## src/rtl/exu_pkg.sv

```systemverilog
package exu_pkg;
  typedef enum logic [1:0] {
    KIND_OTHER  = 2'd0,
    KIND_BRANCH = 2'd1,
    KIND_JUMP   = 2'd2,
    KIND_JREG   = 2'd3
  } instKind_e;

  // strobes from control to datapath
  typedef struct packed {
    logic fire;
    logic poison;
    logic flipEpoch;
    logic pushMsg;
  } exStrobe_t;
endpackage

```

## src/rtl/exu_msg_fifo.sv

```systemverilog
module exu_msg_fifo #(
  parameter int WIDTH = 8,
  parameter int DEPTH = 2
) (
  input  logic             clk,
  input  logic             rst,
  input  logic             push,
  input  logic [WIDTH-1:0] pushData,
  input  logic             pop,
  output logic [WIDTH-1:0] headData,
  output logic             notEmpty,
  output logic             full
);
  localparam int PTR_W = (DEPTH > 1) ? $clog2(DEPTH) : 1;
  localparam int CNT_W = $clog2(DEPTH + 1);
  localparam logic [PTR_W-1:0] LAST = PTR_W'(DEPTH - 1);

  logic [WIDTH-1:0] store [DEPTH];
  logic [PTR_W-1:0] wrPtr, rdPtr;
  logic [CNT_W-1:0] count;
  logic doPop;

  assign notEmpty = (count != '0);
  assign full     = (count == CNT_W'(DEPTH));
  assign headData = store[rdPtr];
  assign doPop    = pop && notEmpty;

  always_ff @(posedge clk) begin
    if (push && !full) store[wrPtr] <= pushData;
  end

  always_ff @(posedge clk) begin
    if (rst) begin
      wrPtr <= '0;
      rdPtr <= '0;
      count <= '0;
    end else begin
      if (push && !full) wrPtr <= (wrPtr == LAST) ? '0 : wrPtr + 1'b1;
      if (doPop)         rdPtr <= (rdPtr == LAST) ? '0 : rdPtr + 1'b1;
      case ({push && !full, doPop})
        2'b10:   count <= count + 1'b1;
        2'b01:   count <= count - 1'b1;
        default: count <= count;
      endcase
    end
  end

  // control never pushes into a full queue
  a_r8_no_push_full: assert property (@(posedge clk) disable iff (rst)
    push |-> !full);
  // occupancy stays within depth
  a_r8_count_bound: assert property (@(posedge clk) disable iff (rst)
    count <= CNT_W'(DEPTH));
  // a push into an empty queue is visible next cycle
  a_r5_push_visible: assert property (@(posedge clk) disable iff (rst)
    (push && !full) |=> notEmpty);
endmodule

```

## src/rtl/exu_ctrl.sv

```systemverilog
module exu_ctrl
  import exu_pkg::*;
(
  input  logic      clk,
  input  logic      rst,
  input  logic      inValid,
  input  logic      inEpoch,
  input  logic      inMispred,
  input  logic [1:0] inKind,
  input  logic      cmtReady,
  input  logic      msgFull,
  output logic      inReady,
  output logic      cmtValid,
  output logic      epoch,
  output exStrobe_t strobe
);
  logic epochQ;
  logic isCtrl, stale, stallMsg, fire;

  assign isCtrl   = (inKind != KIND_OTHER);
  assign stale    = (inEpoch != epochQ);
  assign stallMsg = isCtrl && !stale && msgFull;
  assign cmtValid = inValid && !stallMsg;
  assign inReady  = cmtReady && !stallMsg;
  assign fire     = cmtValid && cmtReady;

  always_comb begin
    strobe.fire      = fire;
    strobe.poison    = inValid && stale;
    strobe.flipEpoch = fire && !stale && inMispred;
    strobe.pushMsg   = fire && !stale && isCtrl;
  end

  always_ff @(posedge clk) begin
    if (rst)                   epochQ <= 1'b0;
    else if (strobe.flipEpoch) epochQ <= ~epochQ;
  end

  assign epoch = epochQ;

  // epoch is zero right after reset
  a_r1_epoch_reset: assert property (@(posedge clk) disable iff (rst)
    $fell(rst) |-> (epochQ == 1'b0));
  // a live mispredicted instruction inverts the epoch
  a_r4_flip: assert property (@(posedge clk) disable iff (rst)
    (inValid && inReady && (inEpoch == epochQ) && inMispred) |=> (epochQ != $past(epochQ)));
  // a poisoned instruction leaves the epoch alone
  a_r6_epoch_hold: assert property (@(posedge clk) disable iff (rst)
    (inValid && inReady && (inEpoch != epochQ)) |=> $stable(epochQ));
  // no acceptance without commit space
  a_r9_backpressure: assert property (@(posedge clk) disable iff (rst)
    !cmtReady |-> !inReady);
endmodule

```

## src/rtl/exu_dpath.sv

```systemverilog
module exu_dpath
  import exu_pkg::*;
#(
  parameter int XLEN      = 32,
  parameter int REGW      = 5,
  parameter int MSG_DEPTH = 2
) (
  input  logic            clk,
  input  logic            rst,
  input  exStrobe_t       strobe,
  input  logic [1:0]      inKind,
  input  logic            inMispred,
  input  logic            inTaken,
  input  logic [XLEN-1:0] inPc,
  input  logic [XLEN-1:0] inNextPc,
  input  logic            inDstValid,
  input  logic [REGW-1:0] inDst,
  input  logic [XLEN-1:0] inData,
  input  logic            msgReady,
  output logic            cmtDstValid,
  output logic [REGW-1:0] cmtDst,
  output logic [XLEN-1:0] cmtData,
  output logic            msgFull,
  output logic            msgValid,
  output logic [1:0]      msgKind,
  output logic            msgMispred,
  output logic            msgTaken,
  output logic [XLEN-1:0] msgPc,
  output logic [XLEN-1:0] msgNextPc
);
  localparam int MSG_W = 2 * XLEN + 4;

  logic [MSG_W-1:0] packed_in, packed_head;

  assign cmtDstValid = inDstValid && !strobe.poison;
  assign cmtDst      = inDst;
  assign cmtData     = inData;

  assign packed_in = {inKind, inMispred, inTaken, inPc, inNextPc};

  exu_msg_fifo #(.WIDTH(MSG_W), .DEPTH(MSG_DEPTH)) u_fifo (
    .clk      (clk),
    .rst      (rst),
    .push     (strobe.pushMsg),
    .pushData (packed_in),
    .pop      (msgReady),
    .headData (packed_head),
    .notEmpty (msgValid),
    .full     (msgFull)
  );

  assign {msgKind, msgMispred, msgTaken, msgPc, msgNextPc} = packed_head;

  // a poisoned slot never carries a register write
  a_r2_poison_no_write: assert property (@(posedge clk) disable iff (rst)
    strobe.poison |-> !cmtDstValid);
  // non-control instructions never enter the queue
  a_r7_no_msg_other: assert property (@(posedge clk) disable iff (rst)
    strobe.pushMsg |-> (inKind != KIND_OTHER));
endmodule

```

## src/rtl/exec_poison_unit.sv

```systemverilog
module exec_poison_unit
  import exu_pkg::*;
#(
  parameter int XLEN      = 32,
  parameter int REGW      = 5,
  parameter int MSG_DEPTH = 2
) (
  input  logic            clk,
  input  logic            rst,
  input  logic            inValid,
  output logic            inReady,
  input  logic            inEpoch,
  input  logic [1:0]      inKind,
  input  logic            inMispred,
  input  logic            inTaken,
  input  logic [XLEN-1:0] inPc,
  input  logic [XLEN-1:0] inNextPc,
  input  logic            inDstValid,
  input  logic [REGW-1:0] inDst,
  input  logic [XLEN-1:0] inData,
  output logic            cmtValid,
  input  logic            cmtReady,
  output logic            cmtDstValid,
  output logic [REGW-1:0] cmtDst,
  output logic [XLEN-1:0] cmtData,
  output logic            msgValid,
  input  logic            msgReady,
  output logic [1:0]      msgKind,
  output logic            msgMispred,
  output logic            msgTaken,
  output logic [XLEN-1:0] msgPc,
  output logic [XLEN-1:0] msgNextPc,
  output logic            epochOut
);
  exStrobe_t strobe;
  logic msgFull;

  exu_ctrl u_ctrl (
    .clk      (clk),
    .rst      (rst),
    .inValid  (inValid),
    .inEpoch  (inEpoch),
    .inMispred(inMispred),
    .inKind   (inKind),
    .cmtReady (cmtReady),
    .msgFull  (msgFull),
    .inReady  (inReady),
    .cmtValid (cmtValid),
    .epoch    (epochOut),
    .strobe   (strobe)
  );

  exu_dpath #(.XLEN(XLEN), .REGW(REGW), .MSG_DEPTH(MSG_DEPTH)) u_dpath (
    .clk        (clk),
    .rst        (rst),
    .strobe     (strobe),
    .inKind     (inKind),
    .inMispred  (inMispred),
    .inTaken    (inTaken),
    .inPc       (inPc),
    .inNextPc   (inNextPc),
    .inDstValid (inDstValid),
    .inDst      (inDst),
    .inData     (inData),
    .msgReady   (msgReady),
    .cmtDstValid(cmtDstValid),
    .cmtDst     (cmtDst),
    .cmtData    (cmtData),
    .msgFull    (msgFull),
    .msgValid   (msgValid),
    .msgKind    (msgKind),
    .msgMispred (msgMispred),
    .msgTaken   (msgTaken),
    .msgPc      (msgPc),
    .msgNextPc  (msgNextPc)
  );
endmodule

```

## config.mk

```make
export PLATFORM = sky130hd
export DESIGN_NAME = exec_poison_unit
export DESIGN_NICKNAME = d
export VERILOG_FILES = /design/src/rtl/exu_pkg.sv /design/src/rtl/exu_msg_fifo.sv /design/src/rtl/exu_ctrl.sv /design/src/rtl/exu_dpath.sv /design/src/rtl/exec_poison_unit.sv
export SDC_FILE = /design/constraint.sdc
export NUM_CORES = 1
export LEC_CHECK = 0
export ABC_AREA = 1
export CAP_MARGIN = 20
export CORE_ASPECT_RATIO = 1.25
export CORE_MARGIN = 1
export CORE_UTILIZATION = 45
export CTS_BUF_LIST = sky130_fd_sc_hd__clkbuf_8
export CTS_CLUSTER_SIZE = 12
export DETAILED_ROUTE_END_ITERATION = 8
export PLACE_DENSITY = 0.79
export SETUP_SLACK_MARGIN = 0.1
export SLEW_MARGIN = 20
export SYNTH_ARGS = -nofsm -noshare
export SYNTH_HDL_FRONTEND = slang
export SYNTH_SLANG_ARGS = --single-unit
```

## constraint.sdc

```tcl
create_clock -name clk -period 5.2 [get_ports clk]
set_input_delay 0.52 -clock clk [delete_from_list [all_inputs] [get_ports clk]]
set_output_delay 0.52 -clock clk [all_outputs]
set_load 0.01 [all_outputs]
```

### Yosys cells after proc, flatten, opt, wreduce, memory -nomap -nowiden

Memory sizes are Yosys's and may differ from the RTL's. A register that Yosys moved wholly into a read port is not among the register bits.
Cells that the tools add are included.

| word-level totals | value |
|---|---|
| bits in registers | 5 |
| bits in writable memories | 136 |
| input port bits | 112 |
| logic and storage cells | 40 |
| memories | 1 |

Memory list:

| memory | words | bits a word | read ports | clocked after Yosys merged registers in | wr ports | line | RTL |
|---|---|---|---|---|---|---|---|
| u_dpath.u_fifo.store | 2 | 68 | 1 | 1 | 1 | exu_msg_fifo.sv:18 | `logic [WIDTH-1:0] store [DEPTH];` |

| operators by class | value |
|---|---|
| add/subtract/negate cells | 4 |
| equal/unequal tests | 4 |
| muxes and demuxes | 7 |
| bitwise operators | 1 |
| reduce and logical (&&, ||, !) cells | 19 |

Operator list:

| cell | count |
|---|---|
| 1-bit logical AND | 12 |
| 1-bit two-way mux | 6 |
| 2-bit nonzero test | 3 |
| 2-bit equality test, second input constant | 2 |
| 1-bit logical NOT | 4 |
| 2-bit one-hot mux with 2 select lines | 1 |
| 1-bit adder, second input constant | 2 |
| 2-bit by 1-bit adder with 2-bit output, second input constant | 1 |
| 2-bit by 1-bit equality test with 1-bit output, second input constant | 1 |
| 2-bit by 1-bit subtractor with 2-bit output, second input constant | 1 |
| 1-bit inequality test | 1 |
| 1-bit inverter | 1 |

### Logic depth before layout (Yosys ltp)

Gate-level depths: netlist of run 1.

| depth | value |
|---|---|
| word-level depth | 12 |
| depth in mapped cells | 12 |
| gate-level depth less buffers | 12 |

### By module

Synthesis of run 1 repeated with hierarchy kept, for this count alone.

| second synthesis, totals | value |
|---|---|
| cells, all modules | 316 |
| area, all modules | 5,679.2 um^2 |

By module, submodules not included:

| module | instances | cells each | area an instance (um^2) | seq. area each (um^2) |
|---|---|---|---|---|
| exu_msg_fifo | 1 | 252 | 5,243.8 | 4,184.0 |
| exu_dpath | 1 | 39 | 287.8 | 0.0 |
| exu_ctrl | 1 | 25 | 147.6 | 20.0 |

### Least setup slack after synthesis of run 1

OpenSTA, ideal clock, no wires.

| path | value |
|---|---|
| path kind | in2reg |
| start | input inKind[1] |
| end | memory u_dpath.u_fifo.store[0][0] in the netlist's numbering (enable) |
| library setup time | 496 ps |
| arrival | 3,959 ps |
| required time | 4,704 ps |
| path slack | 745 ps |
| cell stages on the path | 7 |
| cells stage by stage | nor2_2 nor2_2 nand2_2 nand3_2 nor2_4 inv_2 nor2_1 |

| between the ends | value |
|---|---|
| word-level cells in the longest chain between the ends | 11 |

RTL lines:

| what | line | RTL |
|---|---|---|
| from (decl) | exec_poison_unit.sv:13 | `input logic [1:0] inKind,` |
| 2-bit nonzero test * | exu_ctrl.sv:20 | `assign isCtrl = (inKind != KIND_OTHER);` |
| 1-bit logical AND (2 in series) | exu_ctrl.sv:22 | `assign stallMsg = isCtrl && !stale && msgFull;` |
| 1-bit logical NOT | exu_ctrl.sv:23 | `assign cmtValid = inValid && !stallMsg;` |
| 1-bit logical AND | exu_ctrl.sv:23 |  |
| 1-bit logical AND | exu_ctrl.sv:25 | `assign fire = cmtValid && cmtReady;` |
| 1-bit logical AND | exu_ctrl.sv:31 | `strobe.pushMsg = fire && !stale && isCtrl;` |
| 1-bit logical AND * | exu_ctrl.sv:31 |  |
| 1-bit logical AND * | exu_msg_fifo.sv:29 | `if (push && !full) store[wrPtr] <= pushData;` |
| 1-bit two-way mux * | exu_msg_fifo.sv:29 |  |
| 1-bit two-way mux (implied by the code) * | exu_msg_fifo.sv:29 |  |
| to (decl) | exu_msg_fifo.sv:18 |  |

Every way passes the cells marked *; elsewhere a longest branch is shown, timed or not.

==> results of run 1 <==
==> worst reg2reg max path, cell delays in order, from the launching register on <==
cell,delay (ps)
dfxtp_1,420
inv_1,80
nand2_2,80
nand2_2,90
a21oi_2,190
nand4_1,140
inv_2,670
buf_4,500
==> worst max-delay path by stage <==
stage	start	endpoint	slack [ps]	cells past startpoint
after floorplan	inKind[1]	u_dpath.u_fifo.store[0][0]$_DFFE_PP_	740	7
after global placement	inKind[1]	u_dpath.u_fifo.store[1][56]$_DFFE_PP_	2050	7
after detailed placement	inKind[1]	u_dpath.u_fifo.store[1][46]$_DFFE_PP_	1890	7
after CTS	flip-flop	msgNextPc[7]	2220	2
after global routing	flip-flop	msgNextPc[24]	2160	2
final	flip-flop	msgNextPc[22]	2310	2
==> cells by family after synthesis <==
group,Yosys count
multiplexers,68
adder cells (fa/ha/maj),1
buffers and inverters,58
flip-flops,142
AO/OA/AOI/OAI,13
AND/OR/NAND/NOR,21
==> through the flow <==
stage	total power, mW	util
floorplan	1.48	-
global placement	1.61	0.576
detailed placement	1.62	0.576
CTS	2.49	0.609
global route	2.56	0.609
finish	2.46	0.609
==> synth_stat cells <==
library cell  number  area, µm²
nand4_1            2       12.5
nor2_2             2       12.5
inv_2              2       7.51
nand2_1            5       18.8
o21ai_0            5       25.0
mux2_2            48        541
edfxtp_1         136       4080
buf_4             37        278
nor2_1             6       22.5
buf_6              3       33.8
nand2_2            4       25.0
buf_2              5       25.0
mux2_4            20        300
nor2_4             1       11.3
a21oi_2            2       17.5
dfxtp_1            6        120
ha_1               1       12.5
inv_1             11       41.3
a21oi_1            6       30.0
nand3_2            1       10.0
==> area by class of cell <==
| class | count | share of cell area |
|---|---|---|
| flip-flops and latches | 142 | 0.568 |
| repair buffers | 149 | 0.202 |
| multi-input cells | 103 | 0.141 |
| clock buffers | 17 | 0.0316 |
| well taps | 164 | 0.0277 |
| clock inverters | 15 | 0.0230 |
| inverters | 13 | 0.00658 |
==> report_power, final <==
group | internal (mW) | switching (mW)
clock network | 0.472 | 0.406
registers | 1.28 | 0.0302
logic | 0.185 | 0.0941
total | 1.93 | 0.530
==> flip-flops by register name (all words and copies together), names as in the netlist, named ones only <==
signal,count
u_dpath.u_fifo.count,2
u_ctrl.epoch,1
u_dpath.u_fifo.wrPtr,1
u_dpath.u_fifo.store,136
u_dpath.u_fifo.rdPtr,1
==> layer usage <==
metal  wire length [µm]  vias to the layer above
met4                434                        0
met5                  0                        -
met1               3700                     1368
li1                   -                     1340
met2               5040                      131
met3                775                       40
==> impl_metrics.py, run 1 <==
metrics = {
    "run_status": {
        "status": "completed",
    },
    "yosys": {
        "ys_warn_count": 0,
        "synth_cells": 303,
        "synth_xor_area_frac": 0,
        "synth_top_family_by_area": "multiplexers",
        "ys_ff_latch": 142,
        "synth_fp_nets": 416,
        "synth_cell_types": 20,
        "synthSimpleGateAreaFrac": 0.0200,
        "syn-cell-area_um2": 5630,
        "synthAdderAreaFrac": 0.00222,
        "avgSynthCellArea_um2": 18.6,
        "ys_seq_area_frac": 0.747,
        "synth_compound_area_frac": 0.0129,
        "synth_mux_area_frac": 0.149,
    },
    "finish": {
        "diodes": 0,
        "final_cells": 603,
        "layout.area.seq_um2": 4210,
        "multi_input_area_um2": 1050,
        "nets": 539,
        "fin_area_um2": 7410,
        "final_cell_mix": "clkdlybuf4s50_1, edfxtp_1, mux2_2, mux2_4, clkbuf_8",
        "drive_above_1_share": 0.264,
        "fill_cells": 942,
        "synthToLayoutAreaGrowth_pct": 31.7,
        "final_common_cell": "clkdlybuf4s50_1",
    },
    "clocking": {
        "clock_path_buffers": 2,
        "numCtsBuffers": 17,
        "clk_pin_slew_ps": 80,
        "insertion_delay_ps": 420,
        "cts_tree": "yes",
        "cts.sinks": 142,
        "cts_setup_buffers": 0,
        "root_buffer": "clkbuf_8",
        "postCtsHoldBufs": 0,
        "cts_resized": 0,
        "cts_max_level": 4,
    },
    "route": {
        "viasPerCell": 4.77,
        "via_count": 2879,
        "first_iter_violations": 84,
        "ant_nets": 0,
        "drt-pass1-iter-count": 4,
        "avgRoutedWirePerCell_um": 16.5,
        "drc_errors": 0,
        "totalWireLength_um": 9950,
    },
    "critical_path": {
        "r2r_setup_slack_ps": 2670,
        "path_cells": "mux2_2 > clkdlybuf4s50_1",
        "crit_path_max_incr_delay_ps": 1010,
        "crit_arrival_ps": 2370,
        "critPathCaptureType": "output pin",
        "cp_max_fo": 68,
        "critPathKind": "flip-flop to output pin",
        "critical_path.top_delay_family": "flip-flops",
        "cp_slowest_cell": "dfxtp_4",
        "required_ps": 4680,
        "critPathBufInv": 1,
        "start_kind": "flip-flop",
        "reg2reg_from": "u_ctrl.epoch$_SDFFE_PP0P_",
        "reg2regPathDepth": 7,
        "rr_endpoint": "u_dpath.u_fifo.store[1][49]$_DFFE_PP_",
    },
    "sta": {
        "tns_ps": 0,
        "setup_ws_ps": 2310,
        "min_period_ps": 2890,
        "hold_viol": 0,
        "grt_setup_unrepaired": "false",
        "setup_viol": 0,
        "relSlewSlack": 0.335,
        "finClkSkew_ps": 11.1,
        "period_share": 0.556,
        "tightest_slew_ps": 998,
        "maxSlewViolCount": 0,
        "hold_slack_ps": 465,
        "fmax_mhz": 346,
    },
    "floorplanning": {
        "io_pins": 222,
        "core.rowCount": 45,
        "die_width_um": 102,
        "die_y_um": 127,
        "start_util": 0.463,
        "dieArea_um2": 13000,
        "core_um2": 12200,
    },
    "hold_path": {
        "hold_depth": 1,
        "hold_path.startpoint": "u_dpath.u_fifo.rdPtr$_SDFFE_PP0P_",
        "hold_class": "flip-flop to flip-flop",
    },
    "power_and_ir_drop": {
        "power_density_nw_per_um2": 333,
        "p_leak_nw": 2.51,
        "ir_drop_mv": 0.213,
    },
    "global_route": {
        "grt_use_total": 0.161,
        "grtUsageMet2": 0.265,
        "use_met1": 0.173,
        "grt_pass1_vias": 3086,
        "grt_busiest_layer": "met2",
        "grt_pass1_wl_um": 15200,
        "antenna_found_initial": 0,
        "grt_max_degree": 69,
        "grt_use_met3": 0.0591,
        "gr-total-overflow": 0,
    },
    "placed_design": {
        "post-place-ws_ps": 1890,
        "gp_congestion": 0.775,
        "portBuffers": 147,
        "post-dp-hpwl_um": 6630,
        "placed_area_um2": 7010,
        "dp_cells": 571,
    },
    "job": {
        "drv_cap": 0,
    },
}
No activity file was read; power rests on OpenSTA's default activity.
==> inputs of run 2 (changes only) <==
Clock period 5.2 ns to 2.8 ns, I/O delays scaled along.
==> run 2 against run 1 <==
Net effect:
- non-clock buffer count rose by 5
- clock-buffer cell count is the same
- first-iteration DRC count increased by 13%
- largest power group unchanged
==> impl_metrics.py, run 2 (synthesis gave the netlist of run 1 again) <==
metrics = {
    "sta": {
        "maxSlewViolCount": 0,
        "hold_slack_ps": 442,
        "min_period_ps": 2450,
        "setup_viol": 0,
        "tns_ps": 0,
        "tightest_slew_ps": 408,
        "finClkSkew_ps": 9.40,
        "relSlewSlack": 0.728,
        "period_share": 0.874,
        "setup_ws_ps": 354,
        "fmax_mhz": 409,
        "hold_viol": 0,
        "grt_setup_unrepaired": "false",
    },
    "route": {
        "drc_errors": 0,
        "wl_met2_um": 5620,
        "drt-pass1-iter-count": 5,
        "routedLengthMet1_um": 3780,
        "viasPerCell": 4.91,
        "totalWireLength_um": 10400,
        "wl_met3_um": 676,
        "first_iter_violations": 95,
        "ant_nets": 0,
        "avgRoutedWirePerCell_um": 17.2,
        "maxUsedRoutingLayer": "met4",
        "via_count": 2981,
    },
    "finish": {
        "final_common_cell": "clkdlybuf4s50_1",
        "largest-register": "u_dpath.u_fifo.store",
        "diodes": 0,
        "synthToLayoutAreaGrowth_pct": 34.2,
        "largest_reg_flops": 136,
        "drive_above_1_share": 0.266,
        "final_cells": 607,
        "fill_cells": 898,
        "largestRegisters": "u_dpath.u_fifo.store x136, u_dpath.u_fifo.count x2",
        "nets": 544,
        "final_cell_mix": "clkdlybuf4s50_1, edfxtp_1, mux2_2, mux2_4, clkbuf_8",
    },
    "hold_path": {
        "hold_path.startpoint": "inNextPc[12]",
        "hold_class": "input port to flip-flop",
    },
    "power_and_ir_drop": {
        "p_sw_mw": 0.950,
        "power_density_nw_per_um2": 648,
        "p_clk_frac": 0.396,
        "power.internal_mw": 3.95,
        "p_leak_nw": 2.58,
        "power_frac_seq": 0.490,
        "swShare": 0.194,
        "ir_drop_mv": 0.440,
        "comb_power_share": 0.114,
    },
    "global_route": {
        "grt_max_degree": 44,
        "grt_use_total": 0.167,
        "grt_pass1_wl_um": 15700,
        "grt_pass1_vias": 3125,
        "gr-total-overflow": 0,
        "antenna_found_initial": 0,
    },
    "critical_path": {
        "crit_arrival_ps": 2170,
        "critPathBufInv": 2,
        "critical_path.top_delay_family": "buffers and inverters",
        "path_cells": "buf_4 > mux2_2 > clkdlybuf4s50_1",
        "critPathCaptureType": "output pin",
        "crit_path_max_incr_delay_ps": 610,
        "cp_slowest_cell": "dfxtp_4",
        "start_kind": "flip-flop",
        "critPathKind": "flip-flop to output pin",
        "cp_max_fo": 27,
        "required_ps": 2520,
        "reg2reg_from": "u_ctrl.epoch$_SDFFE_PP0P_",
    },
    "clocking": {
        "clock_path_buffers": 2,
        "cts_max_level": 4,
        "cts.sinks": 142,
        "postCtsHoldBufs": 0,
        "numCtsBuffers": 17,
        "insertion_delay_ps": 420,
        "cts_setup_buffers": 0,
        "root_buffer": "clkbuf_8",
        "cts_resized": 0,
        "cts_tree": "yes",
        "clk_pin_slew_ps": 80,
    },
    "floorplanning": {
        "core_um2": 12200,
        "core.rowCount": 45,
        "start_util": 0.463,
        "die_y_um": 127,
        "dieArea_um2": 13000,
        "die_width_um": 102,
        "io_pins": 222,
    },
    "placed_design": {
        "gp_congestion": 0.733,
        "post-dp-hpwl_um": 7140,
        "dp_cells": 576,
        "post-place-ws_ps": 359,
        "portBuffers": 147,
    },
    "run_status": {
        "status": "completed",
    },
    "job": {
        "drv_cap": 0,
    },
}
==> run 2: cell types whose count changed in the layout (fill, tap and decap cells not counted) <==
cell | previous run | this run
buf_12 | 1 | 3
buf_4 | 1 | 4
bufinv_16 | 3 | 7
clkinv_1 | 1 | 2
clkinv_2 | 4 | 2
clkinvlp_4 | 4 | 2
inv_1 | 10 | 11
inv_2 | 3 | 2
inv_6 | 2 | 0
==> run 2: worst paths after layout <==
path | end | slack [ps] | depth (start not counted)
min | u_dpath.u_fifo.store[0][12]$_DFFE_PP_ | 440 | 1
max | msgPc[27] | 350 | 3
min reg2reg | flip-flop | 450 | 1
max reg2reg | u_dpath.u_fifo.store[1][41]$_DFFE_PP_ | 710 | 7
==> run 2: routing by layer <==
metal  track usage  up-vias
li1              -     1351
met2         0.294      143
met5             0        -
met4         0.100        0
met1         0.168     1446
met3        0.0580       41
==> run 2: power groups by stage <==
stage / clock, mW / combinational, mW / sequential (mW)
global route: 2.08 / 0.593 / 2.41
CTS: 1.99 / 0.564 / 2.40
floorplan: 0 / 0.314 / 2.43
global placement: 0 / 0.550 / 2.45
detailed placement: 0 / 0.561 / 2.45
finish: 1.94 / 0.558 / 2.40
==> run 2: worst reg2reg max path, delay by kind of cell, from the launching register on <==
family	cells	cell delay, ps
buffers and inverters	3	710
DFF	1	440
and+or+nand+nor	3	400
AOI/OAI and AO/OA	1	220
==> run 2: cell type report <==
cell class / count / area (µm²) / share of cell area
flip-flops and latches: 142 / 4210 / 0.557
repair buffers: 154 / 1560 / 0.207
multi-input cells: 103 / 1050 / 0.138
clock inverters: 14 / 248 / 0.0328
clock buffers: 17 / 234 / 0.0310
well taps: 164 / 205 / 0.0272
inverters: 13 / 52.6 / 0.00696
==> run 2: metrics by stage <==
stage / utilization / cell area [µm²] / power, mW
5_1_grt: 0.621 / 7550 / 5.08
6_report: 0.621 / 7550 / 4.90
3_5_place_dp: 0.582 / 7070 / 3.01
2_1_floorplan: - / 5640 / 2.74
4_1_cts: 0.621 / 7550 / 4.95
3_3_place_gp: 0.582 / 7070 / 3.00
